File: src/rtl/cdram_pkg.sv
package cdram_pkg;
  typedef enum logic [2:0] {
    ST_IDLE,
    ST_IREF,
    ST_READ,
    ST_WRITE,
    ST_SELF,
    ST_HOLD,
    ST_RECOV
  } cyc_st_t;
endpackage

File: src/rtl/cdram_sync.sv
module cdram_sync #(
  parameter int W = 7,
  parameter int EDGE_W = 2,
  parameter logic [W-1:0] RST_VAL = '1
) (
  input  logic clk,
  input  logic rst_n,
  input  logic [W-1:0] in_i,
  output logic [W-1:0] lvl_o,
  output logic [EDGE_W-1:0] prv_o
);
  logic [W-1:0] meta_q, sync_q;

  always_ff @(posedge clk or negedge rst_n) begin
    if (!rst_n) begin
      meta_q <= RST_VAL;
      sync_q <= RST_VAL;
    end else begin
      meta_q <= in_i;
      sync_q <= meta_q;
    end
  end
  assign lvl_o = sync_q;

  // extra stage only on the bits whose edges are needed
  for (genvar i = 0; i < EDGE_W; i++) begin : g_edge
    logic prev_q;
    always_ff @(posedge clk or negedge rst_n) begin
      if (!rst_n) prev_q <= RST_VAL[i];
      else        prev_q <= sync_q[i];
    end
    assign prv_o[i] = prev_q;
  end
endmodule

File: src/rtl/cdram_rows.sv
module cdram_rows #(
  parameter int ROW_W = 11
) (
  input  logic clk,
  input  logic rst_n,
  input  logic lrr_ld,
  input  logic [ROW_W-1:0] lrr_d,
  input  logic rcnt_inc,
  output logic [ROW_W-1:0] lrr_o,
  output logic lrr_vld_o,
  output logic [ROW_W-1:0] rcnt_o
);
  always_ff @(posedge clk or negedge rst_n) begin
    if (!rst_n) begin
      lrr_o     <= '0;
      lrr_vld_o <= 1'b0;
      rcnt_o    <= '0;
    end else begin
      if (lrr_ld) begin
        lrr_o     <= lrr_d;
        lrr_vld_o <= 1'b1;
      end
      if (rcnt_inc) rcnt_o <= rcnt_o + ROW_W'(1);
    end
  end
endmodule

File: src/rtl/cdram_seq.sv
module cdram_seq
  import cdram_pkg::*;
#(
  parameter int ROW_W = 11,
  parameter int COL_W = 9,
  parameter int WM_HOLD = 4,
  parameter int SR_REC = 12,
  parameter int SR_PERIOD = 64
) (
  input  logic clk,
  input  logic rst_n,
  input  logic row_fall,
  input  logic row_rise,
  input  logic col_fall,
  input  logic col_s,
  input  logic we_s,
  input  logic rfsh_s,
  input  logic sel_s,
  input  logic oe_s,
  input  logic wr_s,
  input  logic [ROW_W-1:0] addr_s,
  input  logic [ROW_W-1:0] lrr,
  input  logic lrr_vld,
  input  logic [ROW_W-1:0] rcnt,
  output logic lrr_ld,
  output logic rcnt_inc,
  output logic [ROW_W-1:0] arr_row,
  output logic [COL_W-1:0] arr_col,
  output logic arr_rfsh,
  output logic arr_wr,
  output logic cache_load,
  output logic cache_wr,
  output logic out_en,
  output logic busy,
  output logic selfref,
  output logic standby
);
  localparam int MAXD = (WM_HOLD > SR_REC) ? WM_HOLD : SR_REC;
  localparam int DW = $clog2(MAXD + 1);
  localparam int TW = $clog2(SR_PERIOD + 1);

  cyc_st_t st;
  logic wr_hit, col_ok;
  logic [DW-1:0] dcnt;
  logic [TW-1:0] tmr;
  logic hit_c, tick_c, self_c, write_c, read_c;

  assign hit_c   = lrr_vld && (addr_s == lrr);
  assign self_c  = sel_s && wr_s && we_s && !col_s;
  assign write_c = wr_s && col_s && we_s;
  assign read_c  = !wr_s;
  assign tick_c  = (st == ST_SELF) && !row_rise && (tmr == TW'(SR_PERIOD - 1));

  assign lrr_ld   = (st == ST_IDLE) && row_fall && rfsh_s && read_c && !hit_c;
  assign rcnt_inc = ((st == ST_IREF) && row_rise) || tick_c;

  always_ff @(posedge clk or negedge rst_n) begin
    if (!rst_n) begin
      st         <= ST_IDLE;
      wr_hit     <= 1'b0;
      col_ok     <= 1'b0;
      dcnt       <= '0;
      tmr        <= '0;
      arr_row    <= '0;
      arr_col    <= '0;
      arr_rfsh   <= 1'b0;
      cache_load <= 1'b0;
    end else begin
      arr_rfsh   <= 1'b0;
      cache_load <= 1'b0;
      unique case (st)
        ST_IDLE: if (row_fall) begin
          if (!rfsh_s) begin
            st       <= ST_IREF;
            arr_rfsh <= 1'b1;
            arr_row  <= rcnt;
          end else if (self_c) begin
            st  <= ST_SELF;
            tmr <= '0;
          end else if (write_c) begin
            st      <= ST_WRITE;
            wr_hit  <= hit_c;
            col_ok  <= 1'b0;
            arr_row <= addr_s;
          end else if (read_c) begin
            st         <= ST_READ;
            arr_row    <= addr_s;
            cache_load <= !hit_c;
          end
        end
        ST_IREF, ST_READ: if (row_rise) st <= ST_IDLE;
        ST_WRITE: begin
          if (col_fall) begin
            col_ok  <= 1'b1;
            arr_col <= addr_s[COL_W-1:0];
          end
          if (row_rise) begin
            if (!col_ok && !col_fall) arr_rfsh <= 1'b1;
            if (wr_hit) st <= ST_IDLE;
            else begin
              st   <= ST_HOLD;
              dcnt <= DW'(WM_HOLD - 1);
            end
          end
        end
        ST_SELF: begin
          if (row_rise) begin
            st   <= ST_RECOV;
            dcnt <= DW'(SR_REC - 1);
          end else if (tick_c) begin
            tmr      <= '0;
            arr_rfsh <= 1'b1;
            arr_row  <= rcnt;
          end else begin
            tmr <= tmr + TW'(1);
          end
        end
        ST_HOLD, ST_RECOV: begin
          if (dcnt == '0) st <= ST_IDLE;
          else            dcnt <= dcnt - DW'(1);
        end
        default: st <= ST_IDLE;
      endcase
    end
  end

  assign arr_wr   = (st == ST_WRITE) && col_ok && !col_s && !we_s;
  assign cache_wr = arr_wr && wr_hit;
  assign busy     = (st == ST_HOLD) || (st == ST_RECOV);
  assign selfref  = (st == ST_SELF);
  assign standby  = sel_s && (st == ST_IDLE);
  assign out_en   = !sel_s && !oe_s && !busy && !selfref
                  && !((st == ST_WRITE) && !wr_hit);
endmodule

File: src/rtl/cdram_decoder.sv
module cdram_decoder #(
  parameter int ROW_W = 11,
  parameter int COL_W = 9,
  parameter int WM_HOLD = 4,
  parameter int SR_REC = 12,
  parameter int SR_PERIOD = 64
) (
  input  logic clk,
  input  logic rst_n,
  input  logic row_n,
  input  logic col_n,
  input  logic we_n,
  input  logic rfsh_n,
  input  logic sel_n,
  input  logic oe_n,
  input  logic wr_sel,
  input  logic [ROW_W-1:0] addr,
  output logic [ROW_W-1:0] arr_row,
  output logic [COL_W-1:0] arr_col,
  output logic arr_wr,
  output logic arr_rfsh,
  output logic cache_load,
  output logic cache_wr,
  output logic [ROW_W-1:0] cache_row,
  output logic [COL_W-1:0] cache_col,
  output logic out_en,
  output logic busy,
  output logic selfref,
  output logic standby
);
  localparam int NCTL = 7;
  localparam int NEDGE = 2;

  logic [NCTL-1:0] ctl_lvl;
  logic [NEDGE-1:0] ctl_prv;
  logic [ROW_W-1:0] addr_m, addr_s;
  logic row_fall, row_rise, col_fall;
  logic lrr_ld, lrr_vld, rcnt_inc;
  logic [ROW_W-1:0] rcnt;

  // bit 0 row strobe, bit 1 column strobe: the two that need edges
  cdram_sync #(.W(NCTL), .EDGE_W(NEDGE), .RST_VAL('1)) u_sync (
    .clk(clk), .rst_n(rst_n),
    .in_i({oe_n, sel_n, wr_sel, rfsh_n, we_n, col_n, row_n}),
    .lvl_o(ctl_lvl), .prv_o(ctl_prv)
  );

  // address follows the same two-stage latency as the strobes
  always_ff @(posedge clk or negedge rst_n) begin
    if (!rst_n) begin
      addr_m <= '0;
      addr_s <= '0;
    end else begin
      addr_m <= addr;
      addr_s <= addr_m;
    end
  end

  assign row_fall = ctl_prv[0] && !ctl_lvl[0];
  assign row_rise = !ctl_prv[0] && ctl_lvl[0];
  assign col_fall = ctl_prv[1] && !ctl_lvl[1];

  cdram_rows #(.ROW_W(ROW_W)) u_rows (
    .clk(clk), .rst_n(rst_n),
    .lrr_ld(lrr_ld), .lrr_d(addr_s), .rcnt_inc(rcnt_inc),
    .lrr_o(cache_row), .lrr_vld_o(lrr_vld), .rcnt_o(rcnt)
  );

  cdram_seq #(
    .ROW_W(ROW_W), .COL_W(COL_W), .WM_HOLD(WM_HOLD),
    .SR_REC(SR_REC), .SR_PERIOD(SR_PERIOD)
  ) u_seq (
    .clk(clk), .rst_n(rst_n),
    .row_fall(row_fall), .row_rise(row_rise), .col_fall(col_fall),
    .col_s(ctl_lvl[1]), .we_s(ctl_lvl[2]), .rfsh_s(ctl_lvl[3]),
    .wr_s(ctl_lvl[4]), .sel_s(ctl_lvl[5]), .oe_s(ctl_lvl[6]),
    .addr_s(addr_s), .lrr(cache_row), .lrr_vld(lrr_vld), .rcnt(rcnt),
    .lrr_ld(lrr_ld), .rcnt_inc(rcnt_inc),
    .arr_row(arr_row), .arr_col(arr_col), .arr_rfsh(arr_rfsh),
    .arr_wr(arr_wr), .cache_load(cache_load), .cache_wr(cache_wr),
    .out_en(out_en), .busy(busy), .selfref(selfref), .standby(standby)
  );

  assign cache_col = addr_s[COL_W-1:0];
endmodule

File: config.mk
export PLATFORM = sky130hd
export DESIGN_NAME = cdram_decoder
export DESIGN_NICKNAME = d
export VERILOG_FILES = /design/src/rtl/cdram_pkg.sv /design/src/rtl/cdram_sync.sv /design/src/rtl/cdram_rows.sv /design/src/rtl/cdram_seq.sv /design/src/rtl/cdram_decoder.sv
export SDC_FILE = /design/constraint.sdc
export NUM_CORES = 1
export LEC_CHECK = 0
export BUFFER_PORTS_ARGS = -buffer_cell sky130_fd_sc_hd__buf_2
export CAP_MARGIN = 25
export CORE_MARGIN = 2
export CORE_UTILIZATION = 40
export DETAILED_ROUTE_END_ITERATION = 7
export HOLD_SLACK_MARGIN = 0.05
export PLACE_DENSITY = 0.64
export SLEW_MARGIN = 30
export SYNTH_ARGS = -nofsm -noshare
export SYNTH_HDL_FRONTEND = slang
export SYNTH_SLANG_ARGS = --single-unit
File: constraint.sdc
create_clock -name clk -period 3.2 [get_ports clk]
set_input_delay 0.32 -clock clk [delete_from_list [all_inputs] [get_ports clk]]
set_output_delay 0.32 -clock clk [all_outputs]
set_load 0.02 [all_outputs]
==> results.sh <==
export IMPL_synth_ff_type="dfrtp_1"
export IMPL_grt_pass1_wl_um=14200
export IMPL_ff2ff_setup_slack_ps=990
export IMPL_die_y_um=109
export IMPL_port_buffers=67
export IMPL_hold_violations=0
export IMPL_globalRouteOverflowTotal=0
export IMPL_grt_max_degree=60
export IMPL_h_tree_depth=3
export IMPL_synthTopCellsByArea="dfrtp_1, dfstp_2, mux2_2"
export IMPL_layout_nets=457
export IMPL_rows=38
export IMPL_max_freq_mhz=413
export IMPL_crit_type="reg2out"
export IMPL_critPathMaxFanout=13
export IMPL_syn_cell_area_sq_um=4440
export IMPL_routed_via_density=5.07
export IMPL_ys_warn_count=0
export IMPL_synth_cell_types=61
export IMPL_grt_usage_pct=15.7
export IMPL_synth_nets=380
export IMPL_holdCritPathClass="reg2reg"
export IMPL_routed_top_layer="met4"
export IMPL_cts_root_buf="clkbuf_8"
export IMPL_initial_core_util_pct=40.9
export IMPL_finalCriticalPeriod_ps=2420
export IMPL_grt_pass1_vias=2770
export IMPL_vias=2931
export IMPL_antenna_found_initial=0
export IMPL_worstSetupEndpointType="output pin"
export IMPL_slew_headroom_pct=37.9
export IMPL_first_pass_iters=4
export IMPL_pin_count=68
export IMPL_gp_congestion=0.840
export IMPL_finalSetupViolations=0
export IMPL_status="completed"
export IMPL_synth_top_area_cell="dfrtp_1"
export IMPL_wl_met1_um=4290
export IMPL_cts_tree="done"
export IMPL_dpl_hpwl_um=6380
export IMPL_placed_cells=543
export IMPL_postSynthCellCount=356
export IMPL_cp_required_ps=2880
export IMPL_antenna_left=0
export IMPL_drive_gt1_share_pct=34.0
export IMPL_wl_met3_um=369
export IMPL_die_area_sq_um=11900
export IMPL_syn2layout_area_growth_pct=16.8
export IMPL_fin_setup_tns_ps=0
export IMPL_routedWlPerCell_um=15.6
export IMPL_skew_ps=12.3
export IMPL_seq_area_frac_synth_pct=56.3
export IMPL_cts_num_sinks=99
export IMPL_drc=0
export IMPL_rsz0062_at_grt="false"
export IMPL_ys_ff_latch=99
export IMPL_yosys_area_top_type_share_pct=46.8
export IMPL_synth_edf_count=0
export IMPL_start_kind="flip-flop"
export IMPL_core_area_sq_um=10800
export IMPL_arrival_ps=2100
export IMPL_fin_crit_sh_pct=75.6
export IMPL_peakVddDrop_mv=0.432
export IMPL_clk_latency_ps=380
export IMPL_yosys_cell_count_top_type="dfrtp_1"
export IMPL_fill_cells=1000
export IMPL_wl_um=9000
export IMPL_syn_avg_cell_area_sq_um=12.5
export IMPL_drtIter0Drc=163
export IMPL_cts_path_max_buffers=2
export IMPL_layout_cells_non_filler=578
export IMPL_met2WireLength_um=4290
export IMPL_fp_dieW_um=109
export IMPL_clkTransAtPathRegs_ps=90
export IMPL_ys_top_cells_by_count="dfrtp_1, mux2_2, xnor2_1"
export IMPL_drv_slew=0
export IMPL_cts_made_buffers=9
export IMPL_worst_slew_pin_slew_ps=926
export IMPL_async_flop_share_pct=100
export IMPL_cellPowerDensity_nw_per_um2=754
export IMPL_max_cap_violations=0
export IMPL_post_cts_repair_setup_buffers=0
export IMPL_diodes=0
export IMPL_power_leakage_uw=0.00237
==> layer usage <==
layer,GRT usage [%],vias to the layer above
met3,4.51,4
met1,21.7,1455
met4,4.61,0
met2,24.1,63
met5,0,-
li1,-,1409
==> logic make-up (layout without fill, tap and decap cells) <==
family / count (synthesis) / count (layout) / share of synthesized area (%)
multiplexers: 44 / 44 / 11.4
XOR/XNOR: 22 / 22 / 4.34
AO/OA/AOI/OAI: 55 / 55 / 8.63
AND/OR/NAND/NOR: 87 / 87 / 12.2
flip-flops: 99 / 99 / 56.3
adder cells (fa/ha/maj): 5 / 5 / 1.35
buffers and inverters: 44 / 126 / 5.75
==> final cells by class <==
type / instances / area (sq um) / share of cell area, %
sequential: 99 / 2500 / 48.2
multi-input combinational: 213 / 1680 / 32.5
timing repair buffer: 90 / 558 / 10.8
tap: 140 / 175 / 3.38
clock buffer: 11 / 153 / 2.95
inverter: 20 / 75.1 / 1.45
clock inverter: 5 / 41.3 / 0.797
==> what timing repair did <==
action / CTS / global route
endpoints found under the hold margin: 60 / 0
resized for setup: 0 / 0
hold buffers: 19 / 0
==> registers in the layout, indices dropped and copies added (netlist names), 2 cells and up <==
signal and count:
u_seq.arr_row 11, u_seq.tmr 7, u_sync.g_edge.prev_q 2, u_seq.st 3, u_seq.dcnt 4, u_sync.lvl_o 7, u_rows.rcnt_o 11, addr_m 11
u_seq.arr_col 9, u_sync.meta_q 7, addr_s 11, u_rows.lrr_o 11
==> stage by stage <==
stage                     cell area (sq um)  hold slack, ps  total power (uW)  util [%]  setup WS, ps
after floorplan                        4440            24.4              2740         -           971
after global placement                 4800             331              3090      44.3          1040
after detailed placement               4800             335              3130      44.3           991
after CTS                              5180             357              3950      47.8           733
after global routing                   5180             364              4160      47.8           640
final                                  5180             352              3910      47.8           779
==> power by group <==
| part | switching [uW] | internal (uW) |
|---|---|---|
| combinational | 731 | 588 |
| clock | 448 | 341 |
| sequential | 254 | 1550 |
| total | 1430 | 2480 |
==> critical path, stage by stage, from the launching register on <==
cell	delay, ps
dfrtp_1	510
nand2_1	270
nor3_1	150
a2111oi_0	530
buf_2	260
==> final timing paths <==
check,to,startpoint,depth (start not counted)
setup / recovery,out_en,u_seq.st[0]$_DFFE_PN0P_,4
hold / removal,addr_s[0]$_DFF_PN0_,addr_m[0]$_DFF_PN0_,0
setup reg to reg,u_rows.rcnt_o[1]$_DFFE_PN0P_,u_seq.st[0]$_DFFE_PN0P_,4
hold reg to reg,addr_s[0]$_DFF_PN0_,addr_m[0]$_DFF_PN0_,0
max in group asynchronous,u_sync.g_edge[1].prev_q$_DFF_PN1_,rst_n,3
min in group asynchronous,addr_m[10]$_DFF_PN0_,rst_n,2
==> cell usage in the layout (no fill, tap or decap), types with 3 or more instances in the layout <==
master / instances
mux2i_1: 4
and3_1: 4
or4_1: 4
nand3_1: 10
nor3_1: 8
o2111ai_1: 5
ha_1: 4
inv_6: 3
a31oi_1: 6
and2_1: 8
clkbuf_8: 9
xnor2_1: 22
nor2_1: 9
dlygate4sd3_1: 19
dfstp_2: 16
mux2_4: 4
a21oi_1: 4
buf_2: 66
a22oi_1: 7
mux2_2: 36
dfrtp_1: 83
inv_1: 20
nor2b_1: 4
nand2_1: 12
buf_4: 5
nand4_1: 4
or3b_1: 3
o21ai_0: 13
nand2b_1: 3
Note: power is estimated with default switching activity, not from simulation.
